--- src/rtl/dio_irq_pkg.sv ---
package dio_irq_pkg;

    localparam int CSR_W        = 16;
    localparam int BIT_SRST     = 0;
    localparam int BIT_BANK     = 4;
    localparam int BIT_EN_EDGE  = 5;
    localparam int BIT_EN_DAV   = 6;
    localparam int BIT_FLG_EDGE = 8;
    localparam int BIT_FLG_DAV  = 9;

    // index of each interrupt kind in the flag vector
    localparam int KIND_EDGE = 0;
    localparam int KIND_DAV  = 1;
    localparam int NUM_KINDS = 2;

    typedef struct packed {
        logic srst;
        logic bank;
        logic en_edge;
        logic en_dav;
    } ctrl_t;

    typedef struct packed {
        logic flag;
        logic src_q;
    } sticky_t;

endpackage

--- src/rtl/dio_csr_ctrl.sv ---
module dio_csr_ctrl
    import dio_irq_pkg::*;
(
    input  logic  clk,
    input  logic  rst_n,
    input  logic  wr_en_i,
    input  ctrl_t wr_val_i,
    output ctrl_t ctrl_o
);

    ctrl_t ctrl_d, ctrl_q;

    always_comb begin
        ctrl_d = ctrl_q;
        if (wr_en_i) begin
            ctrl_d = wr_val_i;
        end
    end

    always_ff @(posedge clk or negedge rst_n) begin
        if (!rst_n) begin
            ctrl_q <= '0;
        end else begin
            ctrl_q <= ctrl_d;
        end
    end

    assign ctrl_o = ctrl_q;

endmodule

--- src/rtl/dio_dav_track.sv ---
module dio_dav_track #(
    parameter int NUM_PORTS = 4
) (
    input  logic                 clk,
    input  logic                 rst_n,
    input  logic [NUM_PORTS-1:0] set_i,
    input  logic [NUM_PORTS-1:0] clr_i,
    output logic [NUM_PORTS-1:0] dav_o
);

    typedef struct packed {
        logic [NUM_PORTS-1:0] dav;
    } dav_state_t;

    dav_state_t st_d, st_q;

    always_comb begin
        st_d = st_q;
        for (int p = 0; p < NUM_PORTS; p++) begin
            // a new arrival outranks the read that would clear it
            if (set_i[p]) begin
                st_d.dav[p] = 1'b1;
            end else if (clr_i[p]) begin
                st_d.dav[p] = 1'b0;
            end
        end
    end

    always_ff @(posedge clk or negedge rst_n) begin
        if (!rst_n) begin
            st_q <= '0;
        end else begin
            st_q <= st_d;
        end
    end

    assign dav_o = st_q.dav;

endmodule

--- src/rtl/dio_sticky_flag.sv ---
module dio_sticky_flag
    import dio_irq_pkg::*;
#(
    parameter int N_SRC = 4
) (
    input  logic             clk,
    input  logic             rst_n,
    input  logic [N_SRC-1:0] src_i,
    input  logic             ack_i,
    output logic             flag_o
);

    sticky_t st_d, st_q;
    logic    any_src;
    logic    rise;

    always_comb begin
        any_src    = |src_i;
        rise       = any_src & ~st_q.src_q;
        st_d.src_q = any_src;
        // a rise in the acknowledge cycle keeps the flag so no event is lost
        st_d.flag  = rise | (st_q.flag & ~ack_i);
    end

    always_ff @(posedge clk or negedge rst_n) begin
        if (!rst_n) begin
            st_q <= '0;
        end else begin
            st_q <= st_d;
        end
    end

    assign flag_o = st_q.flag;

endmodule

--- src/rtl/dio_irq_csr.sv ---
module dio_irq_csr
    import dio_irq_pkg::*;
#(
    parameter int NUM_PORTS = 4,
    parameter int DATA_W    = CSR_W
) (
    input  logic                 clk,
    input  logic                 rst_n,
    input  logic                 csr_wr_i,
    input  logic [DATA_W-1:0]    csr_wdata_i,
    output logic [DATA_W-1:0]    csr_rdata_o,
    input  logic                 iack_i,
    output logic [DATA_W-1:0]    iack_word_o,
    input  logic [NUM_PORTS-1:0] edge_pend_i,
    input  logic [NUM_PORTS-1:0] dav_set_i,
    input  logic [NUM_PORTS-1:0] port_rd_i,
    output logic                 soft_rst_o,
    output logic                 bank_sel_o,
    output logic                 irq_o
);

    localparam logic [DATA_W-1:0] WR_MASK =
        DATA_W'((1 << BIT_SRST) | (1 << BIT_BANK) | (1 << BIT_EN_EDGE) | (1 << BIT_EN_DAV));

    typedef struct packed {
        logic irq;
    } top_state_t;

    ctrl_t                                 wr_val;
    ctrl_t                                 ctrl;
    logic [NUM_PORTS-1:0]                  dav_lvl;
    logic [NUM_KINDS-1:0][NUM_PORTS-1:0]   kind_src;
    logic [NUM_KINDS-1:0]                  flags;
    logic                                  unused_wbits;
    top_state_t                            st_d, st_q;

    assign unused_wbits = ^(csr_wdata_i & ~WR_MASK);

    always_comb begin
        wr_val.srst    = csr_wdata_i[BIT_SRST];
        wr_val.bank    = csr_wdata_i[BIT_BANK];
        wr_val.en_edge = csr_wdata_i[BIT_EN_EDGE];
        wr_val.en_dav  = csr_wdata_i[BIT_EN_DAV];
    end

    dio_csr_ctrl i_ctrl (
        .clk      (clk),
        .rst_n    (rst_n),
        .wr_en_i  (csr_wr_i),
        .wr_val_i (wr_val),
        .ctrl_o   (ctrl)
    );

    dio_dav_track #(.NUM_PORTS(NUM_PORTS)) i_dav (
        .clk   (clk),
        .rst_n (rst_n),
        .set_i (dav_set_i),
        .clr_i (port_rd_i),
        .dav_o (dav_lvl)
    );

    assign kind_src[KIND_EDGE] = edge_pend_i;
    assign kind_src[KIND_DAV]  = dav_lvl;

    for (genvar k = 0; k < NUM_KINDS; k++) begin : g_kind
        dio_sticky_flag #(.N_SRC(NUM_PORTS)) i_flag (
            .clk    (clk),
            .rst_n  (rst_n),
            .src_i  (kind_src[k]),
            .ack_i  (iack_i),
            .flag_o (flags[k])
        );
    end

    always_comb begin
        st_d.irq = (flags[KIND_EDGE] & ctrl.en_edge) | (flags[KIND_DAV] & ctrl.en_dav);
    end

    always_ff @(posedge clk or negedge rst_n) begin
        if (!rst_n) begin
            st_q <= '0;
        end else begin
            st_q <= st_d;
        end
    end

    always_comb begin
        csr_rdata_o               = '0;
        csr_rdata_o[BIT_SRST]     = ctrl.srst;
        csr_rdata_o[BIT_BANK]     = ctrl.bank;
        csr_rdata_o[BIT_EN_EDGE]  = ctrl.en_edge;
        csr_rdata_o[BIT_EN_DAV]   = ctrl.en_dav;
        csr_rdata_o[BIT_FLG_EDGE] = flags[KIND_EDGE];
        csr_rdata_o[BIT_FLG_DAV]  = flags[KIND_DAV];

        iack_word_o               = '0;
        iack_word_o[BIT_FLG_EDGE] = flags[KIND_EDGE];
        iack_word_o[BIT_FLG_DAV]  = flags[KIND_DAV];
    end

    assign soft_rst_o = ctrl.srst;
    assign bank_sel_o = ctrl.bank;
    assign irq_o      = st_q.irq;

endmodule

--- config.mk ---
export PLATFORM = sky130hd
export DESIGN_NAME = dio_irq_csr
export DESIGN_NICKNAME = d
export VERILOG_FILES = /design/src/rtl/dio_irq_pkg.sv /design/src/rtl/dio_csr_ctrl.sv /design/src/rtl/dio_dav_track.sv /design/src/rtl/dio_sticky_flag.sv /design/src/rtl/dio_irq_csr.sv
export SDC_FILE = /design/constraint.sdc
export NUM_CORES = 1
export LEC_CHECK = 0
export ABC_CLOCK_PERIOD_IN_PS = 1600
export CORE_ASPECT_RATIO = 1.25
export CORE_MARGIN = 3
export CORE_UTILIZATION = 29
export CTS_CLUSTER_DIAMETER = 30
export CTS_CLUSTER_SIZE = 16
export DETAILED_ROUTE_END_ITERATION = 10
export MAX_ROUTING_LAYER = met4
export PLACE_DENSITY = 0.79
export SYNTH_ARGS = -nofsm -noshare
export SYNTH_HDL_FRONTEND = slang
export SYNTH_HIERARCHICAL = 1
export SYNTH_SLANG_ARGS = --single-unit
export TNS_END_PERCENT = 1
--- constraint.sdc ---
create_clock -name clk -period 1.6 [get_ports clk]
set_clock_uncertainty 0.1 [all_clocks]
set_input_delay 0.32 -clock clk [delete_from_list [all_inputs] [get_ports clk]]
set_output_delay 0.32 -clock clk [all_outputs]
set_load 0.01 [all_outputs]
==> results by group <==
STA
  – Final min period: 1400 ps
  – Final WS setup: 201 ps
  – Final period util: 0.874
  – Slew headroom: 0.635
  – Setup violators final: 0
  – Max Freq: 715 MHz
  – Fin. Hold Viols: 0
  – Unrepaired setup endpoints after global routing: no
  – Hold_ws: 304 ps
  – Worst-margin pin slew: 546 ps
  – Setup TNS Final: 0 ps
  – Fin. max-slew vios: 0

Route
  – Avg WL per Cell: 9.07 µm
  – Starting DRC count in detailed routing: 1
  – DR DRC count: 0
  – Via density: 3.67
  – Drt pass-1 iters: 2
  – Drt total wl: 1120 µm
  – Routed Antenna Nets: 0
  – Total vias in the final route: 452

Layout
  – P&R area growth vs syn: 35.0%
  – Fill cells: 243
  – Most common cell after layout, fill and taps aside: conb_1
  – NumNets Final: 125
  – Fin cells: 123
  – Share of cells above drive strength 1: 0.0978
  – Commonest non-fill, non-tap cells in the layout: 24 x conb_1, 19 x clkdlybuf4s50_1, 13 x dfrtp_1
  – N_diodes: 0

Yosys
  – Syn_area_per_cell: 11.0 µm²
  – Syn Inst Count: 63
  – Sequential cell area fraction in the yosys report: 0.469
  – Seq cells post-synth: 13
  – Synthesized area: 693 µm²
  – Netlist cell types: 8
  – YS warnings: 6

Hold path
  – Hold/Removal Path Class: in -> async

Worst setup path
  – Worst EP required: 1180 ps
  – Setup CP Type: reg -> out
  – CP arrival: 980 ps
  – Startpoint types: flip-flop
  – Delay-heaviest family, CP: flip-flops
  – CP max FO: 4
  – CP endpoint kind: output pin
  – Crit path largest cell delay: 420 ps
  – Worst path slowest cell: dfrtp_1
  – Number of buffers and inverters on the critical path: 1
  – Crit-path cells: dlygate4sd2_1

Power and ir drop
  – Total power: 699 µW
  – Max VDD drop: 436 µV
  – Power Density: 747 nW/µm²
  – Leak: 0.000528 µW

Clock network
  – Clk sinks: 13
  – Setup bufs post-CTS: 0
  – CTS Root Cell: clkbuf_4
  – CTS tree: built
  – Skew-Pair Late Insertion Delay: 270 ps
  – Cts hold-fix bufs: 0
  – H-Tree Depth: 1
  – Clk pin slew, worst setup/hold paths: 80 ps
  – Num CTS Buffers: 3
  – CTS Buffer Depth: 2

Place
  – IO Port Bufs: 30
  – Dpl hpwl: 987 µm
  – DP Cell Count: 119
  – Place WS: -72.2 ps
  – GP Congestion: 0.646

Die
  – Die W: 49.7 µm
  – Die height: 60.7 µm
  – Die area: 3020 µm²
  – Row cnt: 19
  – Core area: 2230 µm²
  – Io pins: 67
  – Initial Utilization: 0.310

Global route
  – Initial antenna violation count: 0
  – GR Overflow Total: 0
  – First-pass GRT wire length: 1640 µm
  – Largest net degree at the start of global routing: 14
  – Global-route usage over all layers: 0.0784
  – Number of global-route vias before repair: 395

Outcome
  – Status: finished, final reports clean

Run
  – Max-Cap Viols: 0
## routing by layer
layer  GRT usage  wire length (µm)  share of wire  vias up
met1      0.0710               344           0.31      210
met5           -                 0              0        -
met3      0.0319               155           0.14        2
li1            -                 -              -      206
met4      0.0593                 4         0.0036        0
met2       0.132               612           0.55       34
## where the power goes
part | switching [µW] | internal, µW | total [µW]
registers | 12.4 | 349 | 362
logic | 64.0 | 81.0 | 145
clock network | 95.5 | 96.3 | 192
## flip-flops by register name, indices dropped and copies added (netlist names)
register,count
i_ctrl/ctrl_o,4
g_kind.i_flag/flag_o,2
g_kind.i_flag/st_q,2
i_dav/dav_o,4
irq_o,1
## kinds of logic (layout without fill, tap and decap cells)
| logic type | after synthesis | in the layout | synth area share |
|---|---|---|---|
| buffers and inverters | 36 | 42 | 0.347 |
| DFF | 13 | 13 | 0.469 |
| AOI/OAI and AO/OA | 7 | 7 | 0.0812 |
| muxes | 4 | 4 | 0.0650 |
| and+or+nand+nor | 2 | 2 | 0.0325 |
| other | 1 | 24 | 0.00541 |
## worst reg2reg max path: cells and delay by family, from the launching register on
kind               cells  cell delay, ps
AOI/OAI and AO/OA      1             190
DFF                    1             380
and+or+nand+nor        1             530
## worst paths after layout
| check | from | to | slack, ps | cells past startpoint |
|---|---|---|---|---|
| worst min-delay path | rst_n | g_kind[0].i_flag/flag_o$_DFF_PN0_ | 300 | 1 |
| max in group asynchronous | rst_n | i_dav/dav_o[2]$_DFFE_PN0P_ | 730 | 1 |
| worst max register to register | i_dav/dav_o[1]$_DFFE_PN0P_ | g_kind[1].i_flag/flag_o$_DFF_PN0_ | 280 | 2 |
| worst min register to register | i_dav/dav_o[0]$_DFFE_PN0P_ | i_dav/dav_o[0]$_DFFE_PN0P_ | 390 | 1 |
| worst max-delay path | g_kind[1].i_flag/flag_o$_DFF_PN0_ | iack_word_o[9] | 200 | 1 |
| min in group clk | i_dav/dav_o[0]$_DFFE_PN0P_ | i_dav/dav_o[0]$_DFFE_PN0P_ | 390 | 1 |
## cell usage after synthesis
library cell | n | area, µm²
inv_1 | 8 | 30.0
a22o_1 | 3 | 26.3
a21o_1 | 4 | 30.0
conb_1 | 1 | 3.75
mux2_2 | 4 | 45.0
or4_4 | 2 | 22.5
dfrtp_1 | 13 | 325
buf_4 | 28 | 210
## metrics by stage
step | area (µm²) | utilization
2_1_floorplan | 779 | -
3_5_place_dp | 908 | 0.406
6_report | 936 | 0.419
3_3_place_gp | 908 | 0.406
5_1_grt | 936 | 0.419
4_1_cts | 926 | 0.414
## final cells by class
| type | instances | area [µm²] | share of cell area |
|---|---|---|---|
| Clock buffer | 4 | 26.3 | 0.0281 |
| Inverter | 8 | 30.0 | 0.0321 |
| Multi-Input combinational cell | 37 | 214 | 0.229 |
| Sequential cell | 13 | 325 | 0.348 |
| Tap cell | 31 | 38.8 | 0.0414 |
| Timing Repair Buffer | 30 | 302 | 0.322 |
## what timing repair did
action	4_1_cts	5_1_grt
gates resized for setup	7	4
cloned	0	0
endpoints found under the setup margin	8	4
Power figures use the tool's default switching activity.
